[config.mk]
export PLATFORM = sky130hd
export DESIGN_NAME = nvs_seq
export DESIGN_NICKNAME = d
export VERILOG_FILES = /design/src/rtl/nvs_pkg.sv /design/src/rtl/nvs_timer.sv /design/src/rtl/nvs_gate.sv /design/src/rtl/nvs_seq.sv
export SDC_FILE = /design/constraint.sdc
export NUM_CORES = 1
export LEC_CHECK = 0
export ABC_AREA = 1
export BUFFER_PORTS_ARGS = -buffer_cell sky130_fd_sc_hd__clkbuf_2
export CELL_PAD_IN_SITES_DETAIL_PLACEMENT = 1
export CELL_PAD_IN_SITES_GLOBAL_PLACEMENT = 2
export CORE_ASPECT_RATIO = 0.7
export CORE_MARGIN = 2
export CORE_UTILIZATION = 35
export DETAILED_ROUTE_END_ITERATION = 10
export PLACE_DENSITY = 0.81
export SLEW_MARGIN = 20
export SYNTH_ARGS = -nofsm -noshare
export SYNTH_HDL_FRONTEND = slang
export SYNTH_SLANG_ARGS = --single-unit
[constraint.sdc]
create_clock -name clk -period 2.35 [get_ports clk]
set_input_delay 0.47 -clock clk [delete_from_list [all_inputs] [get_ports clk]]
set_output_delay 0.47 -clock clk [all_outputs]
set_load 0.02 [all_outputs]
[src/rtl/nvs_pkg.sv]
package nvs_pkg;
    typedef enum logic [2:0] {
        ST_OFF,
        ST_RECALL,
        ST_IDLE,
        ST_GRACE,
        ST_STORE,
        ST_RELEASE
    } nvs_state_t;
endpackage

[src/rtl/nvs_timer.sv]
module nvs_timer #(
    parameter int W = 8
) (
    input  logic         clk,
    input  logic         rst_n,
    input  logic         load,
    input  logic [W-1:0] load_val,
    output logic         done
);
    logic [W-1:0] cnt;

    always_ff @(posedge clk or negedge rst_n) begin
        if (!rst_n)
            cnt <= '0;
        else if (load)
            cnt <= load_val;
        else if (cnt != '0)
            cnt <= cnt - 1'b1;
    end

    assign done = (cnt == '0);


    timer_no_wrap_chk: assert property (@(posedge clk) disable iff (!rst_n)
        (done && !load) |=> done);
endmodule

[src/rtl/nvs_gate.sv]
module nvs_gate
    import nvs_pkg::*;
(
    input  logic       clk,
    input  logic       rst_n,
    input  nvs_state_t state,
    input  logic       rd_req,
    input  logic       wr_req,
    input  logic       clr_dirty,
    output logic       rd_en,
    output logic       wr_en,
    output logic       dirty
);
    logic rd_q, wr_q;

    always_comb begin
        unique case (state)
            ST_IDLE: begin
                rd_en = rd_req;
                wr_en = wr_req;
            end
            ST_GRACE: begin
                rd_en = rd_req && rd_q;
                wr_en = wr_req && wr_q;
            end
            default: begin
                rd_en = 1'b0;
                wr_en = 1'b0;
            end
        endcase
    end

    always_ff @(posedge clk or negedge rst_n) begin
        if (!rst_n) begin
            rd_q  <= 1'b0;
            wr_q  <= 1'b0;
            dirty <= 1'b0;
        end else begin
            rd_q <= rd_en;
            wr_q <= wr_en;
            if (clr_dirty)
                dirty <= 1'b0;
            else if (wr_en && state == ST_IDLE)
                dirty <= 1'b1;
        end
    end


    access_window_chk: assert property (@(posedge clk) disable iff (!rst_n)
        (rd_en || wr_en) |-> (state == ST_IDLE || state == ST_GRACE));


    grace_carry_chk: assert property (@(posedge clk) disable iff (!rst_n)
        (state == ST_GRACE && wr_en) |-> $past(wr_en));


    grace_dirty_chk: assert property (@(posedge clk) disable iff (!rst_n)
        (state == ST_GRACE) |-> dirty);
endmodule

[src/rtl/nvs_seq.sv]
module nvs_seq
    import nvs_pkg::*;
#(
    parameter int RECALL_CYC = 2000000,
    parameter int STORE_CYC  = 800000,
    parameter int GRACE_CYC  = 3,
    parameter int HOLD_CYC   = 50
) (
    input  logic clk,
    input  logic rst_n,
    input  logic supply_ok,
    input  logic store_req,
    input  logic rd_req,
    input  logic wr_req,
    output logic arr_rd_en,
    output logic arr_wr_en,
    output logic busy_n,
    output logic busy_oe
);
    localparam int MAX_AB = (RECALL_CYC > STORE_CYC) ? RECALL_CYC : STORE_CYC;
    localparam int MAX_CD = (GRACE_CYC > HOLD_CYC) ? GRACE_CYC : HOLD_CYC;
    localparam int MAX_C  = (MAX_AB > MAX_CD) ? MAX_AB : MAX_CD;
    localparam int CNT_W  = $clog2(MAX_C + 1);

    nvs_state_t state, state_d;
    logic       t_done, t_load;
    logic [CNT_W-1:0] t_val;
    logic       dirty, clr_dirty, pwr_lost;

    nvs_timer #(.W(CNT_W)) u_timer (
        .clk      (clk),
        .rst_n    (rst_n),
        .load     (t_load),
        .load_val (t_val),
        .done     (t_done)
    );

    nvs_gate u_gate (
        .clk       (clk),
        .rst_n     (rst_n),
        .state     (state),
        .rd_req    (rd_req),
        .wr_req    (wr_req),
        .clr_dirty (clr_dirty),
        .rd_en     (arr_rd_en),
        .wr_en     (arr_wr_en),
        .dirty     (dirty)
    );

    // next-state logic
    always_comb begin
        state_d = state;
        unique case (state)
            ST_OFF:
                if (supply_ok) state_d = ST_RECALL;
            ST_RECALL:
                if (!supply_ok)  state_d = ST_OFF;
                else if (t_done) state_d = ST_RELEASE;
            ST_IDLE:
                if (!supply_ok || store_req) begin
                    if (dirty || arr_wr_en) state_d = ST_GRACE;
                    else if (!supply_ok)    state_d = ST_OFF;
                end
            ST_GRACE:
                if (t_done) state_d = ST_STORE;
            ST_STORE:
                if (t_done) state_d = ST_RELEASE;
            ST_RELEASE:
                if (t_done) begin
                    if (!supply_ok)   state_d = ST_OFF;
                    else if (pwr_lost) state_d = ST_RECALL;
                    else              state_d = ST_IDLE;
                end
            default:
                state_d = ST_OFF;
        endcase
    end

    // timer reload on every state entry
    always_comb begin
        t_load = (state_d != state);
        unique case (state_d)
            ST_RECALL:  t_val = CNT_W'(RECALL_CYC - 1);
            ST_GRACE:   t_val = CNT_W'(GRACE_CYC - 1);
            ST_STORE:   t_val = CNT_W'(STORE_CYC - 1);
            ST_RELEASE: t_val = CNT_W'(HOLD_CYC - 1);
            default:    t_val = '0;
        endcase
    end

    assign clr_dirty = (state_d == ST_RELEASE) && (state != ST_RELEASE);

    // state register and sticky power-loss flag
    always_ff @(posedge clk or negedge rst_n) begin
        if (!rst_n) begin
            state    <= ST_OFF;
            pwr_lost <= 1'b0;
        end else begin
            state <= state_d;
            if (state_d == ST_OFF || (state == ST_RELEASE && state_d != ST_RELEASE))
                pwr_lost <= 1'b0;
            else if (!supply_ok && state != ST_OFF && state != ST_RECALL)
                pwr_lost <= 1'b1;
        end
    end

    // handshake outputs
    always_comb begin
        unique case (state)
            ST_RECALL, ST_GRACE, ST_STORE: begin
                busy_oe = 1'b1;
                busy_n  = 1'b0;
            end
            ST_RELEASE: begin
                busy_oe = 1'b1;
                busy_n  = 1'b1;
            end
            default: begin
                busy_oe = 1'b0;
                busy_n  = 1'b1;
            end
        endcase
    end


    released_high_chk: assert property (@(posedge clk) disable iff (!rst_n)
        !busy_oe |-> busy_n);


    idle_leaves_on_drop_chk: assert property (@(posedge clk) disable iff (!rst_n)
        (state == ST_IDLE && !supply_ok) |=> (state != ST_IDLE));


    store_runs_out_chk: assert property (@(posedge clk) disable iff (!rst_n)
        (state == ST_STORE) |=> (state == ST_STORE || state == ST_RELEASE));


    recall_abort_chk: assert property (@(posedge clk) disable iff (!rst_n)
        (state == ST_RECALL && !supply_ok) |=> (state == ST_OFF));
endmodule

## After elaboration in Yosys (flattened, before gate mapping)

Index checks and enable logic that the tools add are counted.

- Flip-flop bits (word level): 28
- Input port bits: 6
- Output and inout bits: 4
- Logic and storage cells: 63

- Add/sub/neg operators: 1
- Equal/unequal tests: 13
- Mux-type cells: 22
- Reduce and logical (&&, ||, !) cells: 21

Operators by type and width:

| kind | count |
|---|---|
| $pmux W21 S4 | 1 |
| $mux W21 | 2 |
| $mux W3 | 8 |
| $logic_not A21 Y1 | 1 |
| $reduce_bool A21 Y1 | 1 |
| $sub A21 B1 Y21 const B | 1 |
| $pmux W3 S6 | 1 |
| $eq A3 B3 Y1 const B | 4 |
| $eq A3 B2 Y1 const B | 3 |
| $logic_and A1 B1 Y1 | 7 |
| $eq A3 B1 Y1 const B | 2 |
| $logic_not A3 Y1 | 2 |
| $mux W1 | 6 |
| $ne A3 B3 Y1 const B | 2 |
| $reduce_bool A2 Y1 | 3 |
| $mux W2 | 2 |
| $pmux W1 S2 | 2 |
| $reduce_or A4 Y1 | 1 |
| $logic_or A1 B1 Y1 | 3 |
| $ne A3 B1 Y1 const B | 1 |
| $ne A3 B3 Y1 | 1 |
| $reduce_bool A3 Y1 | 1 |
| $reduce_or A3 Y1 | 1 |
| $logic_not A1 Y1 | 1 |

## Longest topological paths before layout

- Word-level depth: 10
- Gate-level depth with buffers: 17
- Depth with buffers taken out: 16

## Cells and area by module

A second synthesis with hierarchy kept.

- Cell total of the unflattened synthesis: 315
- Area total of the unflattened synthesis: 2070.7 um^2

By module, submodules not included:

| module | times used | cells an instance | area each (um^2) | seq. area each (um^2) |
|---|---|---|---|---|
| nvs_timer | 1 | 223 | 1517.7 | 525.5 |
| nvs_seq | 1 | 79 | 434.2 | 100.1 |
| nvs_gate | 1 | 13 | 118.9 | 75.1 |

## Least setup slack after synthesis

Ideal clock, no wire load.

- Path type: reg2reg
- From: register u_timer.cnt[0]
- To: register u_timer.cnt[0]
- Setup time: 0.116 ns
- Data arrival time: 1.893 ns
- Data required time: 2.234 ns
- Setup slack: 0.340 ns
- Cell stages (with the launch flop): 17
- Buffers on the path: 1
- Period minus slack after synthesis: 2.010 ns
- Path through: dfrtp_1 > inv_1 > ha_1 > nand2_2 > nor2_4 > nand2_2 > nor2_4 > nand2_1 > nand3_2 > nand3_1 > nand2_4 > nand2_4 > buf_6 > nand2_2 > nand2_1 > nand2_1 > nand2_1

- Longest elaborated chain between the ends: 7
- Elaborated cells on any way between the ends: 17
- Those cells by class: add/sub (1); eq/ne (5); mux (8); reduce/logical (3)

RTL lines:

| what | RTL line | source |
|---|---|---|
| start, declared | nvs_timer.sv:10 | `logic [W-1:0] cnt;` |
| start signal, assigned | nvs_timer.sv:16 | `cnt <= load_val;` |
| start signal, assigned | nvs_timer.sv:18 | `cnt <= cnt - 1'b1;` |
| $logic_not A21 Y1 | nvs_timer.sv:21 | `assign done = (cnt == '0);` |
| $mux W3 | nvs_seq.sv:58, nvs_seq.sv:67 |  |
| $mux W3 | nvs_seq.sv:57 | `if (!supply_ok) state_d = ST_OFF;` |
| $pmux W3 S6 | nvs_seq.sv:53 | `unique case (state)` |
| $eq A3 B3 Y1 (tied with other cells) | nvs_seq.sv:82 | `unique case (state_d)` |
| $pmux W21 S4 | nvs_seq.sv:82 |  |
| $mux W21 | nvs_timer.sv:15 | `else if (load)` |

Parallel ways exist; a longest one is shown, timed or not. The select of a mux whose other input is x is not followed.
A chain may end at the register's enable or synchronous reset.

## Worst setup path after layout

- From: register u_timer.cnt[0]
- To: register u_timer.cnt[0]

- Longest elaborated chain between the ends: 7
- Elaborated cells on any way between the ends: 17
- Those cells by class: add/sub (1); eq/ne (5); mux (8); reduce/logical (3)

RTL lines:

| what | RTL line | source |
|---|---|---|
| $logic_not A21 Y1 * | nvs_timer.sv:21 |  |
| $mux W3 | nvs_seq.sv:58, nvs_seq.sv:67 |  |
| $mux W3 | nvs_seq.sv:57 |  |
| $pmux W3 S6 * | nvs_seq.sv:53 |  |
| named net state_d[0] | nvs_seq.sv:25 | `nvs_state_t state, state_d;` |
| $eq A3 B3 Y1 (tied with other cells) | nvs_seq.sv:82 |  |
| $pmux W21 S4 | nvs_seq.sv:82 |  |
| $mux W21 | nvs_timer.sv:15 |  |

Mark *: on every way through the listed nets, which the timed path passes. The rest lies on a longest branch. The select of a mux whose other input is x is not followed.

==> results.yml <==
routing:
  first_pass_iters: 4
  routed_wire_length_per_instance_microns: 14.9
  number_of_nets_still_failing_antenna_checks_after_routing: 0
  postRouteWirelength_microns: 4830
  drc_errors: 0
  num_vias: 1578
  vias_per_cell: 4.87
  detailedRoute.firstIterationViolations: 70
cells_and_area:
  fin_cells: 324
  diode_insertion_count_for_antenna_repair: 0
  final_layout_size_suffix_gt1_share_pct: 19.2
  syn2layout_area_growth_pct: 16.1
  design.final.nets: 263
  postLayoutCellArea_sq_um: 2060
  layout.filler_cells: 640
clock_tree:
  max-clock-path-buffers: 2
  tritoncts: "yes"
  cts_sinks: 28
  worstSkewPairLatency_ps: 280
  clockRootBuffer: "sky130_fd_sc_hd__clkbuf_8"
  h-tree-depth: 1
  cts_inserted_buffers: 3
  clk_pin_slew_ps: 100
yosys:
  synthDominantAreaCellType: "sky130_fd_sc_hd__dfrtp_1"
  ys.flop_type: "sky130_fd_sc_hd__dfrtp_1"
  avg_inst_size_synth_sq_um: 7.60
  asyncSetResetFlopFracSynth_pct: 100
  synth.area.top_cells: "sky130_fd_sc_hd__dfrtp_1 40%, sky130_fd_sc_hd__nand2_1 9.5%, sky130_fd_sc_hd__nand3_1 6.2%"
  synthDistinctLibCells: 26
  synth.top_cells.by_count: "45 x sky130_fd_sc_hd__nand2_1, 29 x sky130_fd_sc_hd__nor2_1, 28 x sky130_fd_sc_hd__dfrtp_1"
  net_count_after_synthesis: 240
  yosys_warnings: 0
  yosysSeqAreaShare_pct: 39.5
  synth_top_cell_area_share_pct: 39.5
  synthesis.instances: 233
  number_of_enable_flip_flop_cells_after_synthesis: 0
  synth-seq-cells: 28
  netlist_area_sq_um: 1770
  most_numerous_cell_in_the_yosys_netlist: "sky130_fd_sc_hd__nand2_1"
min_path:
  hold_path.class: "in -> async"
critical_path:
  cp.arrival_ps: 2380
  critical_path_class: "reg -> reg"
  cp_cell_sequence: "inv_1 -> ha_1 -> nand2_2 -> nor2_4 -> nand3_4 -> nand2_1 -> nand3_2 -> nand2_4 -> nand2_2 -> nand2_4 -> nand2_4 -> buf_4 -> nand2_2 -> nand2_1 -> nand2_1 -> nand2_1"
  critical_path.most_common_cell: "sky130_fd_sc_hd__nand2_1"
  critPathLaunchType: "flip-flop"
  critical-path-slowest-cell: "sky130_fd_sc_hd__dfrtp_1"
  timing.critical_path.required_ps: 2520
  endpoint_kind: "flip-flop"
  critical_path.max_fanout: 10
  critical_path.max_stage_delay_ps: 380
  crit-reg2reg-launch: "u_timer.cnt[0]"
  critical_path_launch_point: "u_timer.cnt[0]"
grt:
  grt_max_degree: 29
  antenna_found_initial: 0
  use_met3_pct: 3.54
  gr-usage-met1_pct: 34.0
  grt_remaining_overflow: 0
  grt_pass1_wl_microns: 8340
  met2_usage_pct: 24.2
  top_usage_layer: "met1"
  grt_usage_pct: 19.4
  first_global_vias: 1580
sta:
  finalCriticalPeriod_ps: 2210
  final_max_slew_viol_count: 0
  timing.fmax_ghz: 0.453
  setup-violations-final: 0
  fin_worst_hold_slack_ps: 239
  post-route-period-util_pct: 94.0
  finalHoldViolations: 0
  skew_ps: 9.31
  worst-slew-pin-transition_ps: 751
  timing.slew.headroom_pct: 49.9
floorplan:
  initial_core_util_pct: 36.6
  top_ports: 10
  rows: 21
  die-width_microns: 89.0
  core_region_area_sq_um: 4830
  height_of_the_die_microns: 63.5
  die_area_sq_um: 5660
power_and_ir_drop:
  ir_worst_vdd_uv: 261
  power.total_mw: 1.26
  power.static_leakage_nw: 1.02
  power.density_cell_area_nw_per_um2: 611
outcome:
  status: "complete, no violations"
job:
  max-cap-violations: 0
place:
  gpl.final_weighted_congestion: 0.795
  hpwlAfterDp_microns: 3850
  placed_cells: 318
  placement.io_buffers: 9
  postPlaceCellArea_sq_um: 1950
-- power by group --
group	switching (mW)	internal (mW)
combinational	0.190	0.114
clock	0.154	0.228
sequential	0.0433	0.527
-- stage by stage --
| stage | setup WS [ps] | setup TNS (ps) | utilization, % |
|---|---|---|---|
| after CTS | 44.0 | 0 | 41.9 |
| after floorplan | 340 | 0 | - |
| after global routing | -0.126 | -0.126 | 42.5 |
| final | 141 | 0 | 42.5 |
| after global placement | 156 | 0 | 40.4 |
| after detailed placement | 72.1 | 0 | 40.4 |
-- cells by family after synthesis --
family / after synthesis / synth area share (%)
buf+inv: 28 / 7.13
simple gates: 131 / 36.3
fa+ha+maj: 1 / 0.706
compound gates: 29 / 8.40
xor+xnor: 16 / 7.91
flops: 28 / 39.5
-- metal layers --
layer	part of all wire, %	vias up
met5	0	-
met4	0.43	0
met3	4.4	4
met2	38	26
met1	58	751
li1	-	797
-- worst max-delay path, delay by kind of cell (launching register included) --
kind / cells / cell delay, ps
adders and majority gates: 1 / 190
buffers and inverters: 2 / 260
and+or+nand+nor: 13 / 1290
DFF: 1 / 380
-- final cells by class --
| class | count | area, sq um | share of cell area [%] |
|---|---|---|---|
| clock buffer | 3 | 41.3 | 2.01 |
| tap | 69 | 86.3 | 4.20 |
| inverter | 23 | 86.3 | 4.20 |
| timing repair buffer | 23 | 150 | 7.30 |
| clock inverter | 1 | 30.0 | 1.46 |
| sequential | 28 | 701 | 34.1 |
| multi-input combinational | 177 | 962 | 46.8 |
-- cells in the final DEF (no fill, tap or decap) --
| cell | count |
|---|---|
| sky130_fd_sc_hd__clkbuf_2 | 9 |
| sky130_fd_sc_hd__o21ai_1 | 2 |
| sky130_fd_sc_hd__ha_1 | 1 |
| sky130_fd_sc_hd__nand3_1 | 22 |
| sky130_fd_sc_hd__nand3b_1 | 1 |
| sky130_fd_sc_hd__or2_2 | 1 |
| sky130_fd_sc_hd__bufinv_16 | 1 |
| sky130_fd_sc_hd__nor3_1 | 10 |
| sky130_fd_sc_hd__o211ai_1 | 1 |
| sky130_fd_sc_hd__inv_1 | 21 |
| sky130_fd_sc_hd__a21oi_1 | 15 |
| sky130_fd_sc_hd__dfrtp_1 | 28 |
| sky130_fd_sc_hd__nor2_1 | 29 |
| sky130_fd_sc_hd__nand3_4 | 1 |
| sky130_fd_sc_hd__nand2_2 | 4 |
| sky130_fd_sc_hd__nor2_2 | 3 |
| sky130_fd_sc_hd__nand2_4 | 5 |
| sky130_fd_sc_hd__o21ai_0 | 10 |
| sky130_fd_sc_hd__nand4_1 | 4 |
| sky130_fd_sc_hd__buf_4 | 14 |
| sky130_fd_sc_hd__clkbuf_8 | 3 |
| sky130_fd_sc_hd__a31oi_1 | 1 |
| sky130_fd_sc_hd__inv_2 | 2 |
| sky130_fd_sc_hd__xnor2_1 | 7 |
| sky130_fd_sc_hd__nand3_2 | 1 |
| sky130_fd_sc_hd__nand2_1 | 45 |
| sky130_fd_sc_hd__xor2_1 | 9 |
| sky130_fd_sc_hd__nor2_4 | 5 |
-- timing repair --
action / in CTS / in global routing
hold buffers: 0 / 0
setup buffers: 0 / 2
resized for setup: 0 / 3
setup endpoints to repair: 0 / 16
-- worst paths after layout --
| path | slack, ps | cells past startpoint | to |
|---|---|---|---|
| setup / recovery | 140 | 16 | u_timer.cnt[0] |
| setup reg to reg | 140 | 16 | u_timer.cnt[0] |
| hold / removal | 240 | 1 | state[1] |
| min in group clk | 430 | 3 | u_gate.rd_q |
| hold reg to reg | 510 | 2 | u_timer.cnt[0] |
| max in group asynchronous | 1630 | 1 | u_timer.cnt[4] |
-- flip-flops by register name, summed over array words and instances, names as in the netlist --
| name | count |
|---|---|
| u_timer.cnt | 21 |
| u_gate.rd_q | 1 |
| u_gate.wr_q | 1 |
| state | 3 |
| pwr_lost | 1 |
| u_gate.dirty | 1 |
Note: power is estimated with default switching activity, not from simulation.
